### src/rtl/alu8_pkg.sv
`timescale 1ns/1ps
package alu8_pkg;

    localparam int FLAG_N = 6;

    localparam logic [3:0] OP_ADD = 4'd0;
    localparam logic [3:0] OP_ADC = 4'd1;
    localparam logic [3:0] OP_SUB = 4'd2;
    localparam logic [3:0] OP_SBC = 4'd3;
    localparam logic [3:0] OP_AND = 4'd4;
    localparam logic [3:0] OP_OR  = 4'd5;
    localparam logic [3:0] OP_XOR = 4'd6;
    localparam logic [3:0] OP_COM = 4'd7;
    localparam logic [3:0] OP_NEG = 4'd8;
    localparam logic [3:0] OP_INC = 4'd9;
    localparam logic [3:0] OP_DEC = 4'd10;
    localparam logic [3:0] OP_CMP = 4'd11;
    localparam logic [3:0] OP_CPC = 4'd12;

    localparam logic [FLAG_N-1:0] MASK_ALL   = 6'h3F;
    localparam logic [FLAG_N-1:0] MASK_LOGIC = 6'h1E;
    localparam logic [FLAG_N-1:0] MASK_COM   = 6'h1F;

    typedef enum logic [1:0] {
        U_NONE  = 2'd0,
        U_ARITH = 2'd1,
        U_LOGIC = 2'd2,
        U_COM   = 2'd3
    } unit_e;

    typedef enum logic [1:0] {
        B_OPND = 2'd0,
        B_ONE  = 2'd1,
        B_A    = 2'd2
    } bsrc_e;

    typedef enum logic [1:0] {
        L_AND = 2'd0,
        L_OR  = 2'd1,
        L_XOR = 2'd2,
        L_NOT = 2'd3
    } lsel_e;

    // bit 0 carry ... bit 5 half carry
    typedef struct packed {
        logic h;
        logic s;
        logic v;
        logic n;
        logic z;
        logic c;
    } flags_t;

    typedef struct packed {
        unit_e             unit;
        bsrc_e             bsrc;
        lsel_e             lsel;
        logic              a_zero;
        logic              sub;
        logic              use_c;
        logic              zchain;
        logic              wr;
        logic [FLAG_N-1:0] mask;
    } ctl_t;

    function automatic logic is_logic_op(input logic [3:0] op);
        return (op == OP_AND) || (op == OP_OR) || (op == OP_XOR);
    endfunction

    function automatic logic is_cmp_op(input logic [3:0] op);
        return (op == OP_CMP) || (op == OP_CPC);
    endfunction

endpackage

### src/rtl/alu8_decode.sv
`timescale 1ns/1ps
module alu8_decode
    import alu8_pkg::*;
(
    input  logic [3:0] op,
    output ctl_t       ctl
);
    always_comb begin
        ctl        = '0;
        ctl.unit   = U_NONE;
        ctl.bsrc   = B_OPND;
        ctl.lsel   = L_AND;
        case (op)
            OP_ADD, OP_ADC: begin
                ctl.unit  = U_ARITH;
                ctl.use_c = (op == OP_ADC);
                ctl.wr    = 1'b1;
                ctl.mask  = MASK_ALL;
            end
            OP_SUB, OP_SBC, OP_CMP, OP_CPC: begin
                ctl.unit   = U_ARITH;
                ctl.sub    = 1'b1;
                ctl.use_c  = (op == OP_SBC) || (op == OP_CPC);
                ctl.zchain = (op == OP_SBC) || (op == OP_CPC);
                ctl.wr     = !is_cmp_op(op);
                ctl.mask   = MASK_ALL;
            end
            OP_NEG: begin
                ctl.unit   = U_ARITH;
                ctl.sub    = 1'b1;
                ctl.a_zero = 1'b1;
                ctl.bsrc   = B_A;
                ctl.wr     = 1'b1;
                ctl.mask   = MASK_ALL;
            end
            OP_INC, OP_DEC: begin
                ctl.unit = U_ARITH;
                ctl.sub  = (op == OP_DEC);
                ctl.bsrc = B_ONE;
                ctl.wr   = 1'b1;
                ctl.mask = MASK_LOGIC;
            end
            OP_AND, OP_OR, OP_XOR: begin
                ctl.unit = U_LOGIC;
                ctl.lsel = (op == OP_AND) ? L_AND : (op == OP_OR) ? L_OR : L_XOR;
                ctl.wr   = 1'b1;
                ctl.mask = MASK_LOGIC;
            end
            OP_COM: begin
                ctl.unit = U_COM;
                ctl.lsel = L_NOT;
                ctl.wr   = 1'b1;
                ctl.mask = MASK_COM;
            end
            default: ctl.unit = U_NONE;
        endcase
    end
endmodule

### src/rtl/alu8_addsub.sv
`timescale 1ns/1ps
module alu8_addsub #(
    parameter int WIDTH = 8
) (
    input  logic [WIDTH-1:0] a,
    input  logic [WIDTH-1:0] b,
    input  logic             cin,
    input  logic             sub,
    output logic [WIDTH-1:0] sum,
    output logic             c_out,
    output logic             h_out,
    output logic             v_out
);
    localparam int NIB = WIDTH / 2;
    localparam int MSB = WIDTH - 1;

    logic [WIDTH:0] full;
    logic [NIB:0]   low;

    always_comb begin
        if (sub) begin
            full  = {1'b0, a} - {1'b0, b} - {{WIDTH{1'b0}}, cin};
            low   = {1'b0, a[NIB-1:0]} - {1'b0, b[NIB-1:0]} - {{NIB{1'b0}}, cin};
            v_out = (a[MSB] ^ b[MSB]) & (full[MSB] ^ a[MSB]);
        end else begin
            full  = {1'b0, a} + {1'b0, b} + {{WIDTH{1'b0}}, cin};
            low   = {1'b0, a[NIB-1:0]} + {1'b0, b[NIB-1:0]} + {{NIB{1'b0}}, cin};
            v_out = ~(a[MSB] ^ b[MSB]) & (full[MSB] ^ a[MSB]);
        end
        sum   = full[WIDTH-1:0];
        c_out = full[WIDTH];
        h_out = low[NIB];
    end
endmodule

### src/rtl/alu8_logic.sv
`timescale 1ns/1ps
module alu8_logic
    import alu8_pkg::*;
#(
    parameter int WIDTH = 8
) (
    input  logic [WIDTH-1:0] a,
    input  logic [WIDTH-1:0] b,
    input  lsel_e            sel,
    output logic [WIDTH-1:0] y
);
    always_comb begin
        case (sel)
            L_AND:   y = a & b;
            L_OR:    y = a | b;
            L_XOR:   y = a ^ b;
            default: y = ~a;
        endcase
    end
endmodule

### src/rtl/alu8_core.sv
`timescale 1ns/1ps
module alu8_core
    import alu8_pkg::*;
#(
    parameter int WIDTH = 8
) (
    input  logic              clk,
    input  logic              rst,
    input  logic [3:0]        op_i,
    input  logic [WIDTH-1:0]  a_i,
    input  logic [WIDTH-1:0]  b_i,
    input  logic              c_i,
    input  logic              z_i,
    output logic [WIDTH-1:0]  result_o,
    output logic [FLAG_N-1:0] flags_o,
    output logic [FLAG_N-1:0] flag_we_o,
    output logic              wr_o
);
    localparam int MSB = WIDTH - 1;

    ctl_t             ctl;
    logic [WIDTH-1:0] op_a, op_b, sum, lres, res;
    logic             cin, c_out, h_out, v_out;
    flags_t           fl;

    alu8_decode u_dec (.op(op_i), .ctl(ctl));

    always_comb begin
        op_a = ctl.a_zero ? '0 : a_i;
        case (ctl.bsrc)
            B_ONE:   op_b = {{(WIDTH-1){1'b0}}, 1'b1};
            B_A:     op_b = a_i;
            default: op_b = b_i;
        endcase
        cin = ctl.use_c & c_i;
    end

    alu8_addsub #(.WIDTH(WIDTH)) u_as (
        .a(op_a), .b(op_b), .cin(cin), .sub(ctl.sub),
        .sum(sum), .c_out(c_out), .h_out(h_out), .v_out(v_out)
    );

    alu8_logic #(.WIDTH(WIDTH)) u_lg (
        .a(a_i), .b(b_i), .sel(ctl.lsel), .y(lres)
    );

    always_comb begin
        case (ctl.unit)
            U_ARITH:        res = sum;
            U_LOGIC, U_COM: res = lres;
            default:        res = '0;
        endcase
        fl.n = res[MSB];
        fl.z = (res == '0) && (!ctl.zchain || z_i);
        fl.v = (ctl.unit == U_ARITH) ? v_out : 1'b0;
        fl.c = (ctl.unit == U_COM) ? 1'b1 : c_out;
        fl.h = h_out;
        fl.s = fl.n ^ fl.v;
    end

    always_ff @(posedge clk) begin
        if (rst) begin
            result_o  <= '0;
            flags_o   <= '0;
            flag_we_o <= '0;
            wr_o      <= 1'b0;
        end else begin
            result_o  <= res;
            flags_o   <= fl & ctl.mask;
            flag_we_o <= ctl.mask;
            wr_o      <= ctl.wr;
        end
    end

    // logic codes leave C and H alone and clear V
    p_logic_mask_r5: assert property (@(posedge clk) disable iff (rst)
        is_logic_op(op_i) |=> (flag_we_o == MASK_LOGIC) && !flags_o[3]);

    // ones' complement forces the carry
    p_com_carry_r6: assert property (@(posedge clk) disable iff (rst)
        (op_i == OP_COM) |=> flags_o[0] && (flag_we_o == MASK_COM));

    // sign flag relation on every written flag set
    p_sign_rel_r9: assert property (@(posedge clk) disable iff (rst)
        flag_we_o[4] |-> (flags_o[4] == (flags_o[2] ^ flags_o[3])));

    // unwritten flags read zero
    p_unmasked_zero_r9: assert property (@(posedge clk) disable iff (rst)
        (flags_o & ~flag_we_o) == '0);

    // cleared incoming zero stays cleared in the chain
    p_zchain_r10: assert property (@(posedge clk) disable iff (rst)
        ((op_i == OP_SBC) || (op_i == OP_CPC)) && !z_i |=> !flags_o[1]);

    // compares never write back
    p_cmp_nowr_r11: assert property (@(posedge clk) disable iff (rst)
        is_cmp_op(op_i) |=> !wr_o);

    // undefined codes do nothing
    p_undef_r12: assert property (@(posedge clk) disable iff (rst)
        (op_i > OP_CPC) |=> (flag_we_o == '0) && !wr_o);
endmodule

### config.mk
export PLATFORM = sky130hd
export DESIGN_NAME = alu8_core
export DESIGN_NICKNAME = d
export VERILOG_FILES = /design/src/rtl/alu8_pkg.sv /design/src/rtl/alu8_decode.sv /design/src/rtl/alu8_addsub.sv /design/src/rtl/alu8_logic.sv /design/src/rtl/alu8_core.sv
export SDC_FILE = /design/constraint.sdc
export NUM_CORES = 1
export LEC_CHECK = 0
export ABC_AREA = 1
export ABC_CLOCK_PERIOD_IN_PS = 3900
export BUFFER_PORTS_ARGS = -buffer_cell sky130_fd_sc_hd__buf_2
export CAP_MARGIN = 20
export CORE_MARGIN = 8
export CORE_UTILIZATION = 57
export CTS_CLUSTER_SIZE = 40
export DETAILED_ROUTE_END_ITERATION = 8
export PLACE_DENSITY = 0.92
export SLEW_MARGIN = 0
export SYNTH_ARGS = -nofsm -noshare
export SYNTH_HDL_FRONTEND = slang
export SYNTH_SLANG_ARGS = --single-unit
### constraint.sdc
create_clock -name clk -period 3.9 [get_ports clk]
set_input_delay 0.195 -clock clk [delete_from_list [all_inputs] [get_ports clk]]
set_output_delay 0.195 -clock clk [all_outputs]
set_load 0.02 [all_outputs]
* Word-level counts from Yosys, hierarchy flattened
Index checks and enable logic that the tools add are counted.
** Word-level totals
- Input port bits :: 24
- Logic and storage cells :: 81
- Register bits after elaboration :: 21
** Cells by class
- Add/subtract/negate cells :: 8
- Eq/ne operators :: 19
- Reductions and logical operators :: 18
- Bitwise logic cells :: 13
- Mux-type cells :: 19
** Operators with widths (count)
- $pmux 8 s2 :: 2
- $pmux 7 s4 :: 1
- $pmux 8 s3 :: 1
- $eq 4x4->1 const B :: 5
- $eq 4x3->1 const B :: 4
- $reduce_or 5->1 :: 2
- $add 8x8->9 :: 1
- $add 9x1->9 :: 1
- $mux 9 :: 1
- $reduce_or 9->1 :: 1
- $sub 8x8->9 :: 1
- $sub 9x1->9 :: 1
- $and 8x8->8 :: 1
- $eq 2x2->1 const B :: 4
- $eq 4x2->1 const B :: 2
- $logic_not 8->1 :: 1
- $mux 8 :: 1
- $not 8->8 :: 1
- $or 8x8->8 :: 1
- $pmux 2 s2 :: 2
- $xor 8x8->8 :: 1
- $and 6x6->6 :: 1
- $eq 2x1->1 const B :: 3
- $pmux 2 s3 :: 1
- other kinds (20) :: 37

* Longest topological paths before layout
Gate-level depths: netlist of run 1.
- Depth in word-level cells :: 13
- Gate-level depth with buffers :: 26
- Depth with buffers taken out :: 25

* Hierarchy
Synthesis of run 1 repeated with hierarchy kept, for this count alone.
** Unflattened totals
- Cells, all modules :: 435
- Area total of the unflattened synthesis :: 2732.6 µm²
** By module, submodules not included
- alu8_addsub :: area an instance 997.2 µm², cells each 166, times used 1
- alu8_core :: area an instance 967.2 µm², cells each 142, times used 1
- alu8_logic :: area an instance 560.5 µm², cells each 86, times used 1
- alu8_decode :: area an instance 207.7 µm², cells each 41, times used 1

* Worst setup path after synthesis of run 1
No wires, ideal clock.
- Path kind :: in2reg
- From :: input port op_i[0]
- To :: register flags_o[1]
- Cell stages on the path :: 22
- Setup slack :: 0.811 ns
- Data arrival time :: 3.025 ns
- Data required time :: 3.836 ns
- Library setup time :: 0.064 ns
- Cells stage by stage :: buf_2 > nand2_2 > inv_1 > nor3_1 > ha_1 > clkinv_1 > nand2_1 > o22ai_1 > ha_1 > inv_1 > ha_1 > a21oi_1 > nand2_1 > nand2_1 > nand2_1 > nand2_1 > nand3b_1 > nand3_1 > o21ai_0 > nor2_1 > nand3_1 > nor2_1
** On the way
- Word-level cells in the longest chain between the ends :: 12
- Elaborated cells between the ends (all ways) :: 56
- Classes of those cells :: 4 x add/sub; 19 x eq/ne; 15 x mux; 2 x bitwise; 16 x reduce/logical
** Ends and longest elaborated chain
- start, declared :: line alu8_core.sv:9 : input logic [3:0] op_i,
- $eq 4x4->1 (on tied branches) :: line alu8_decode.sv:13, alu8_decode.sv:38
- $reduce_or 2->1 :: line alu8_decode.sv:13 : case (op)
- $pmux 2 s2 :: line alu8_decode.sv:13
- $eq 2x2->1 or $eq 2x1->1 (tied branches) :: line alu8_core.sv:30 : case (ctl.bsrc)
- $pmux 8 s2 :: line alu8_core.sv:30
- $add 8x8->9 or $sub 8x8->9 (tied branches) :: line alu8_addsub.sv:26, alu8_addsub.sv:22
- $add 9x1->9 or $sub 9x1->9 (tied branches) :: line alu8_addsub.sv:26, alu8_addsub.sv:22
- $mux 9 :: line alu8_addsub.sv:21 : if (sub) begin
- $pmux 8 s2 :: line alu8_core.sv:48 : case (ctl.unit)
- $logic_not 8->1 :: line alu8_core.sv:54 : fl.z = (res == '0) && (!ctl.zchain || z_i);
- $logic_and 1x1->1 :: line alu8_core.sv:54
- $and 6x6->6 (*) :: line alu8_core.sv:69 : flags_o <= fl & ctl.mask;
- end signal, assigned :: line alu8_core.sv:69
- end, declared :: line alu8_core.sv:15 : output logic [FLAG_N-1:0] flags_o,
Every way passes the cells marked *; elsewhere a longest branch is shown, timed or not.
A chain may end at the register's enable or synchronous reset.

* Final worst setup path of run 1
Ends and elaborated chain as after synthesis.

==> metrics.csv, run 1 <==
metric,value,unit
status,"complete, no violations",
Pleak,1.593,nW
CP max stage cell,o21ai_0,
FMAX,285.8,MHz
Buffers on Ports,44,
vias per cell,5.409,
H-tree depth,1,
total congestion overflow,0,
GRT Total Usage,18.55,%
Slew Limit Fails,0,
initial antenna violation count,0,
Tcrit/Tclk final,89.72,%
Crit. End Element,register,
fill count,368,
I/O pins,45,
starting density of the core,57.77,%
Synth Warn #,0,
drc violations,0,
slew margin rel.,66.52,%
Worst path depth,23,
DRT Wirelength,5.932,mm
CTS tree,built,
CP Max Fanout,11,
"commonest non-fill, non-tap cells in the layout","75 x inv_1, 75 x nand2_1, 44 x buf_2",
layout net count,486,
CTS Buffer Depth,2,
TritonCTS Buffers,3,
"delay-heaviest family, CP",simple AND/OR/NAND/NOR gates,
global-route wire length before repair,10.07,mm
Post-Syn Instances,381,
slew of the pin with the lowest slew margin,0.4969,ns
hold-fix buffers at CTS,0,
layout cells sized above 1,17.38,%
Hold Startpoint,rst,
"Hold Vio Cnt, Final",0,
sequential fraction of the synthesis area,14.73,%
drt pass-1 iters,5,
die area,6644,µm²
vias,2553,
Required @ worst endpoint,4.08,ns
CTS clock-pin slew for the worst setup and hold paths,0.06,ns
pin count of the biggest net entering global routing,12,
Critical Path Start Type,primary input,
power density over the cells,277.2,nW/µm²
gp weighted congestion,0.9199,
Hold Crit Class,in2reg,
CP Data Arrival Time,3.68,ns
Core ar.,4234,µm²
"Net Count, Synth",446,
hold depth,2,
wire per inst,12.57,µm
worst vdd ir,0.1180,mV
crit path from,op_i[0],
RSZ-0062 raised after global routing,false,
layout overhead on the synthesized area,11.30,%
syn_area_per_cell,6.420,µm²
Die H,81.51,µm
worst hold path endpoint,flags_o[4]$_SDFF_PP0_,
Antenna Violating Nets Remaining,0,
Antenna Cells,0,
DR iter-0 viols,213,
hpwl dp,5.196,mm
CP max stage delay,0.43,ns
Setup CP Type,in2reg,
clock root buffer,clkbuf_8,
Die Width,81.51,µm
distinct cell type count after synthesis,35,
Max Cap Viol,0,
Clock Sinks,18,
setup tns final,0,ns
post-route minimum period,3.499,ns
mapped cell area,2446,µm²
Placement Rows,24,
CP cell instances,"buf_2, nand2_2, inv_1, nor3_1, ha_1, clkinv_1, o21ai_0, inv_1, fa_1, inv_1, fa_1, nand3_1, nand2_1, nand2_1, nand2_1, nand2_1, nand2_1, nand2_1, nand3_1, o21ai_0, nor2_1, nand3_1, nor2_1",
post-synthesis register bit count,18,
Place WS,0.2254,ns
fin worst setup slack,0.4011,ns
vias in the first global route,2376,
final setup violation count,0,
Crit path top cell by count,nand2_1,
CP bufs+invs,5,
## power by group
group / internal (mW) / switching, mW / leakage (nW) / total [mW]
clock network: 0.0894 / 0.0534 / 0.0288 / 0.143
registers: 0.202 / 0.00349 / 0.149 / 0.206
logic: 0.145 / 0.261 / 1.42 / 0.406
## cell usage after synthesis (all sizes together)
| master | number | area share [%] |
|---|---|---|
| a31oi | 1 | 0.26 |
| o21a | 3 | 0.92 |
| a21oi | 21 | 4.5 |
| nand3 | 31 | 6.5 |
| clkbuf | 1 | 0.15 |
| o21ai | 22 | 4.5 |
| and3 | 1 | 0.26 |
| nand4 | 4 | 1.0 |
| dfxtp | 18 | 15 |
| a21boi | 1 | 0.31 |
| a221oi | 1 | 0.36 |
| nand2 | 88 | 15 |
| nor3 | 3 | 0.61 |
| nor2 | 35 | 7.0 |
| nand3b | 4 | 1.2 |
| xor2 | 1 | 0.36 |
| ha | 37 | 19 |
| buf | 8 | 2.6 |
| clkinv | 1 | 0.15 |
| fa | 4 | 3.3 |
| o211ai | 8 | 2.5 |
| inv | 79 | 12 |
| xnor2 | 2 | 0.72 |
| o22ai | 7 | 1.8 |
## flip-flops by register name, summed over array words and instances (netlist names)
| name | flops |
|---|---|
| flags_o | 6 |
| result_o | 8 |
| flag_we_o | 3 |
| wr_o | 1 |
## layer usage
layer	vias to the layer above	part of all wire (%)	global-route usage [%]	wire length [µm]
met1	1129	44	22.72	2610
met4	0	2.7	7.857	161
met5	-	0	0	0
met2	109	44	31.66	2589
met3	16	9.6	2.516	570
li1	1299	-	-	-
## area by class of cell
type | count | area, µm² | area share (%)
Tap cell | 52 | 65.06 | 2.390
Multi-Input combinational cell | 274 | 1722 | 63.24
Inverter | 80 | 300.3 | 11.03
Timing Repair Buffer | 44 | 220.2 | 8.088
Sequential cell | 18 | 360.3 | 13.24
Clock buffer | 4 | 55.05 | 2.022
## through the flow
stage | std cells | instance area, µm² | total power [mW] | hold WS [ns] | util, %
after floorplan | 381 | 2446 | 0.5197 | 0.3705 | -
after global placement | 468 | 2665 | 0.5981 | 0.4869 | 62.94
after detailed placement | 468 | 2665 | 0.6095 | 0.4966 | 62.94
after CTS | 472 | 2720 | 0.7524 | 0.2361 | 64.24
after global routing | 472 | 2723 | 0.8216 | 0.2505 | 64.30
final | 472 | 2723 | 0.7546 | 0.2436 | 64.30
## logic make-up after synthesis
family,Yosys count,synth area share [%]
adder cells (fa/ha/maj),41,22.20
AND/OR/NAND/NOR,166,31.97
AO/OA/AOI/OAI,64,15.04
buffers and inverters,89,14.99
XOR/XNOR,3,1.074
flip-flops,18,14.73
## repair_timing
action                                  CTS  global route
buffers inserted                          0             0
endpoints found under the setup margin    0             1
gates resized for setup                   0             1
## how the worst max path moves through the flow
stage / end
2_1_floorplan: flags_o[1]$_SDFF_PP0_
3_3_place_gp: flags_o[1]$_SDFF_PP0_
3_5_place_dp: flags_o[1]$_SDFF_PP0_
4_1_cts: flags_o[1]$_SDFF_PP0_
5_1_grt: flags_o[1]$_SDFF_PP0_
6_report: flags_o[1]$_SDFF_PP0_
(Power assumes the default switching activity.)
==> run 2: changes to the inputs <==
--- a/config.mk
+++ b/config.mk
@@ -6,14 +6,14 @@
 export NUM_CORES = 1
 export LEC_CHECK = 0
 export ABC_AREA = 1
-export ABC_CLOCK_PERIOD_IN_PS = 3900
+export ABC_CLOCK_PERIOD_IN_PS = 3020
 export BUFFER_PORTS_ARGS = -buffer_cell sky130_fd_sc_hd__buf_2
 export CAP_MARGIN = 20
 export CORE_MARGIN = 8
-export CORE_UTILIZATION = 57
+export CORE_UTILIZATION = 52
 export CTS_CLUSTER_SIZE = 40
 export DETAILED_ROUTE_END_ITERATION = 8
-export PLACE_DENSITY = 0.92
+export PLACE_DENSITY = 0.89
 export SLEW_MARGIN = 0
 export SYNTH_ARGS = -nofsm -noshare
 export SYNTH_HDL_FRONTEND = slang
==> constraint.sdc (replaced) <==
create_clock -name clk -period 3.02 [get_ports clk]
set_input_delay 0.151 -clock clk [delete_from_list [all_inputs] [get_ports clk]]
set_output_delay 0.151 -clock clk [all_outputs]
set_load 0.02 [all_outputs]
==> metrics.csv, run 2 (synthesized netlist as in run 1, its figures left out) <==
metric,value,unit,change
hpwl dp,5.580,mm,+7.4%
Largest register FFs,8,,unchanged
Fin Hold WS,0.2069,ns,-0.03674 ns
CTS tree,built,,
"most common cell after layout, fill and taps aside",nand2_1,,
CP Max Fanout,2,,-9
Hold Startpoint,rst,,
final setup violation count,0,,unchanged
post-route minimum period,2.927,ns,
internal power,595.6,µW,+36%
Max Cap Viol,0,,unchanged
Setup CP Type,in2reg,,
status,"complete, no violations",,
die area,7155,µm²,+7.7%
starting density of the core,52.84,%,-4.9 points
layout net count,506,,+4.1%
Clock Sinks,18,,unchanged
Hold Crit Class,in2reg,,
DR iter-0 viols,287,,+35%
pin count of the biggest net entering global routing,12,,unchanged
worst vdd ir,0.2564,mV,+120%
DRT Wirelength,6.825,mm,+15%
layout overhead on the synthesized area,21.53,%,
worst hold path endpoint,flags_o[4]$_SDFF_PP0_,,
biggest regs,"result_o x8, flags_o x6, flag_we_o x3",,
"commonest non-fill, non-tap cells in the layout","75 x nand2_1, 72 x inv_1, 44 x buf_2",,
CP Data Arrival Time,3.06,ns,-0.62 ns
Non-Filler Instances,493,,+4.4%
Pleak,1.705,nW,+7.0%
Required @ worst endpoint,3.15,ns,-0.93 ns
Core ar.,4629,µm²,+9.3%
slew margin rel.,68.36,%,+1.8 points
dpl cells,488,,+4.3%
I/O pins,45,,unchanged
Antenna Violating Nets Remaining,0,,unchanged
vias in the first global route,2473,,+4.1%
wire per inst,13.84,µm,+10%
Die H,84.59,µm,+3.8%
vias,2626,,+2.9%
global-route wire length before repair,10.85,mm,+7.7%
Die Width,84.59,µm,+3.8%
Clk network pwr share,14.5,%,-4.4 points
CTS clock-pin slew for the worst setup and hold paths,0.05,ns,about the same
layout cells sized above 1,25.74,%,+8.4 points
Net Switching,442.2,µW,+39%
largest register by flop count,result_o,,
initial antenna violation count,0,,unchanged
Tcrit/Tclk final,96.94,%,
sequential power share,25.6,%,-1.7 points
Critical Path Start Type,primary input,,
Total Power,1.038,mW,+38%
TritonCTS Buffers,3,,unchanged
FMAX,341.6,MHz,
Placement Rows,25,,+4.2%
clock root buffer,clkbuf_8,,
post-layout util,64.22,%,-0.086 points
gp weighted congestion,0.9477,,+3.0%
power density over the cells,349.1,nW/µm²,+26%
slew of the pin with the lowest slew margin,0.4696,ns,-0.02732 ns
Slew Limit Fails,0,,unchanged
hold depth,2,,unchanged
switching part of the total,42.61,%,+0.51 points
vias per cell,5.327,,-1.5%
CTS Buffer Depth,2,,unchanged
Crit. End Element,register,,
total congestion overflow,0,,unchanged
Comb power frac,59.9,%,+6.1 points
H-tree depth,1,,unchanged
Buffers on Ports,44,,unchanged
RSZ-0062 raised after global routing,true,,
hold-fix buffers at CTS,0,,unchanged
GRT Total Usage,18.10,%,-0.44 points
"Hold Vio Cnt, Final",0,,unchanged
drt pass-1 iters,5,,unchanged
drc violations,0,,unchanged
Antenna Cells,0,,unchanged
run 2: what timing repair did:
action	in CTS	in global routing
endpoints found under the setup margin	1	3
setup buffers	0	2
pin swaps	0	6
gates resized for setup	1	24
run 2: how the worst max path moves through the flow:
stage | from | endpoint | slack (ns)
CTS | op_i[1] | flags_o[1]$_SDFF_PP0_ | 0.04
global route | op_i[3] | result_o[6]$_SDFF_PP0_ | -0.11
floorplan | op_i[0] | flags_o[4]$_SDFF_PP0_ | 0.04
finish | op_i[2] | result_o[6]$_SDFF_PP0_ | 0.09
global placement | op_i[2] | flags_o[1]$_SDFF_PP0_ | -0.15
detailed placement | op_i[1] | flags_o[1]$_SDFF_PP0_ | -0.27
run 2: layout make-up:
type,count,area (µm²)
clock buffers,3,41.29
multi-input cells,274,1829
well taps,54,67.56
flip-flops and latches,18,360.3
repair buffers,64,374.1
fillers,423,1657
inverters,80,300.3
run 2: critical path, cell delays in order:
cell     delay, ns
buf_2         0.12
nor2_4        0.12
inv_1         0.06
nor3_2        0.22
inv_1         0.09
ha_2          0.20
a21oi_1       0.15
nand2_1       0.08
o21ai_2       0.10
inv_2         0.06
fa_2          0.36
inv_2         0.09
fa_2          0.21
nand3_1       0.11
nand2_1       0.11
nand2_1       0.09
nand2_1       0.06
nand2_1       0.07
nand2_1       0.06
nand2_1       0.04
nand3_1       0.07
o21ai_1       0.11
nor2_1        0.16
buf_4         0.13
nor2_1        0.03
run 2: metrics by stage:
stage / setup TNS [ns] / setup slack, ns / cell area (µm²)
after global placement: -0.2158 / -0.1537 / 2811
final: 0 / 0.09250 / 2973
after CTS: 0 / 0.04064 / 2858
after global routing: -0.2352 / -0.1096 / 2973
after detailed placement: -0.5590 / -0.2677 / 2811
after floorplan: 0 / 0.03916 / 2455
run 2: per-layer routing:
metal  up-vias  global-route usage, %  share of wire [%]
li1       1331                      -                  -
met2       115                  32.14                 48
met5         -                      0                  0
met3        10                  2.829                7.2
met4         0                  5.016                1.5
met1      1170                  21.79                 43
run 2: power by group through the flow:
stage	registers (mW)	clock network, mW	logic [mW]
3_3_place_gp	0.271	0	0.545
5_1_grt	0.267	0.161	0.699
4_1_cts	0.266	0.154	0.567
2_1_floorplan	0.304	0	0.369
3_5_place_dp	0.271	0	0.563
6_report	0.266	0.150	0.622
==> run 3: changes to the inputs <==
--- a/config.mk
+++ b/config.mk
@@ -5,15 +5,14 @@
 export SDC_FILE = /design/constraint.sdc
 export NUM_CORES = 1
 export LEC_CHECK = 0
-export ABC_AREA = 1
 export ABC_CLOCK_PERIOD_IN_PS = 3020
 export BUFFER_PORTS_ARGS = -buffer_cell sky130_fd_sc_hd__buf_2
 export CAP_MARGIN = 20
 export CORE_MARGIN = 8
-export CORE_UTILIZATION = 52
+export CORE_UTILIZATION = 51
 export CTS_CLUSTER_SIZE = 40
 export DETAILED_ROUTE_END_ITERATION = 8
-export PLACE_DENSITY = 0.89
+export PLACE_DENSITY = 0.88
 export SLEW_MARGIN = 0
 export SYNTH_ARGS = -nofsm -noshare
 export SYNTH_HDL_FRONTEND = slang
==> metrics.csv, run 3 <==
metric,value,unit,change
layout cells sized above 1,49.14,%,+23 points
Critical Path Start Type,primary input,,
Max Cap Viol,0,,unchanged
RSZ-0062 raised after global routing,true,,
Tcrit/Tclk final,101.7,%,+4.8 points
post-synth top area share,19.53,%,+0.60 points
post-route minimum period,3.072,ns,+0.1448 ns
Setup CP Type,in2reg,,
status,"complete, but fails checks",,
Clock Sinks,18,,unchanged
"EDFF count, synth",0,,unchanged
worst vdd ir,0.1831,mV,-29%
CTS clock-pin slew for the worst setup and hold paths,0.06,ns,about the same
die area,7087,µm²,-0.94%
Buffers on Ports,44,,unchanged
slew of the pin with the lowest slew margin,0.7023,ns,+0.2327 ns
"top cells by count, synth","43 x inv_1, 37 x ha_1, 31 x nand2_1",,
biggest regs,"result_o x8, flags_o x6, flag_we_o x3",,
mapped cell area,2371,µm²,-3.1%
Core ar.,4598,µm²,-0.68%
Hold Crit Class,in2reg,,
fin worst setup slack,-0.05227,ns,-0.1448 ns
CTS tree,built,,
DRT Wirelength,8.883,mm,+30%
Crit. End Element,register,,
"Hold Vio Cnt, Final",0,,unchanged
syn_area_per_cell,7.851,µm²,+22%
layout net count,473,,-6.5%
Post-Syn Instances,302,,-21%
TritonCTS Buffers,3,,unchanged
Placement Cell Area,3033,µm²,+7.9%
M2 GR Usage,37.19,%,+5.0 points
vias,2776,,+5.7%
vias in the first global route,2719,,+9.9%
Die Width,84.19,µm,-0.47%
failing checks,negative setup slack,,
setup tns final,-0.09344,ns,-0.09344 ns
post-synthesis register bit count,18,,unchanged
total congestion overflow,0,,unchanged
I/O pins,45,,unchanged
H-tree depth,1,,unchanged
FMAX,325.5,MHz,-4.7%
global-route wire length before repair,12.40,mm,+14%
Required @ worst endpoint,3.20,ns,+0.05 ns
GRT met3 Usage,5.131,%,+2.3 points
most common cell in the netlist,inv_1,,
distinct cell type count after synthesis,61,,+74%
GR peak layer,met2,,
drt pass-1 iters,5,,unchanged
layout overhead on the synthesized area,55.51,%,
Synth Flop Type,dfxtp_1,,
"commonest non-fill, non-tap cells in the layout","60 x buf_4, 42 x buf_2, 35 x inv_1",,
"most common cell after layout, fill and taps aside",buf_4,,
slew margin rel.,52.93,%,-15 points
"Net Count, Synth",367,,-18%
gp weighted congestion,0.9505,,+0.30%
Antenna Violating Nets Remaining,0,,unchanged
DR iter-0 viols,212,,-26%
power density over the cells,382.2,nW/µm²,+9.5%
met1 usage,21.61,%,-0.18 points
hold-fix buffers at CTS,0,,unchanged
sequential fraction of the synthesis area,15.20,%,+0.47 points
final setup violation count,2,,+2
Placement Rows,25,,unchanged
largest register by flop count,result_o,,
Antenna Cells,0,,unchanged
CP Max Fanout,5,,+3
"area leader, netlist",ha_1,,
Pleak,1.785,nW,+4.7%
Synth Warn #,0,,unchanged
most area-consuming cells after synthesis,"ha_1 20%, dfxtp_1 15%, inv_1 6.8%",,
Die H,84.19,µm,-0.47%
hpwl dp,5.527,mm,-0.94%
wire per inst,19.27,µm,+39%
initial antenna violation count,0,,unchanged
Total Power,1.409,mW,+36%
area of the multi-input gates,2202,µm²,+20%
vias per cell,6.022,,+13%
starting density of the core,51.56,%,-1.3 points
GRT Total Usage,21.13,%,+3.0 points
Largest register FFs,8,,unchanged
drc violations,0,,unchanged
CP Data Arrival Time,3.25,ns,+0.19 ns
"FFs w/ async S/R, synth",0,%,unchanged
fill count,264,,-38%
Slew Limit Fails,0,,unchanged
clock root buffer,clkbuf_8,,
design area,3687,µm²,+24%
pin count of the biggest net entering global routing,24,,+12
register area,360.3,µm²,unchanged
CTS Buffer Depth,2,,unchanged
-- run 3: worst paths after layout --
| check | cells past startpoint | endpoint | start | slack, ns |
|---|---|---|---|---|
| hold / removal | 2 | result_o[1]$_SDFF_PP0_ | rst | 0.27 |
| setup / recovery | 16 | flags_o[1]$_SDFF_PP0_ | op_i[0] | -0.05 |
-- run 3: routing by layer --
metal,vias up,part of all wire [%]
met5,-,0
met4,0,6.3
met3,56,8.7
met2,184,49
met1,1303,36
li1,1233,-
-- run 3: layout make-up --
type	count	share of cell area, %
sequential	18	9.773
inverter	46	4.751
tap	54	1.832
multi-input combinational	224	59.72
clock buffer	4	1.493
timing repair buffer	115	22.43
-- run 3: metrics by stage --
step                      std cells  setup WS [ns]  utilization (%)  hold slack (ns)
after global placement          435        -0.2997            65.96           0.4848
final                           461       -0.05227            80.19           0.2693
after floorplan                 302        -0.4687                -           0.2290
after detailed placement        435        -0.4462            65.96           0.4905
after global routing            461        -0.1602            80.19           0.2826
after CTS                       451       -0.04881            72.76           0.2329
-- run 3: logic make-up after synthesis --
group / share of synthesized area, %
XOR/XNOR: 5.171
multiplexers: 5.541
buffers and inverters: 10.55
flip-flops: 15.20
AND/OR/NAND/NOR: 19.31
AO/OA/AOI/OAI: 21.32
adder cells (fa/ha/maj): 22.90
-- run 3: power breakdown --
group          leakage [nW]  switching, mW  internal, mW
sequential            0.149        0.00556         0.264
combinational          1.61          0.481         0.464
clock                0.0288         0.0789         0.116
-- run 3: what timing repair did --
item                                    CTS  global route
gates resized for setup                  39            47
endpoints found under the setup margin    4             6
endpoints found under the hold margin     0             0
buffers inserted                         12            10
pin swaps                                23            40
-- run 3: critical path, cell delays in order --
cell      delay (ns)
buf_8           0.11
buf_12          0.12
nor2_4          0.13
nand3b_4        0.13
ha_4            0.27
buf_6           0.14
o21ai_4         0.17
fa_2            0.23
inv_2           0.06
fa_2            0.37
o21a_1          0.22
o221a_1         0.29
xor2_1          0.18
a221o_1         0.34
nand2b_4        0.15
nor4_2          0.19
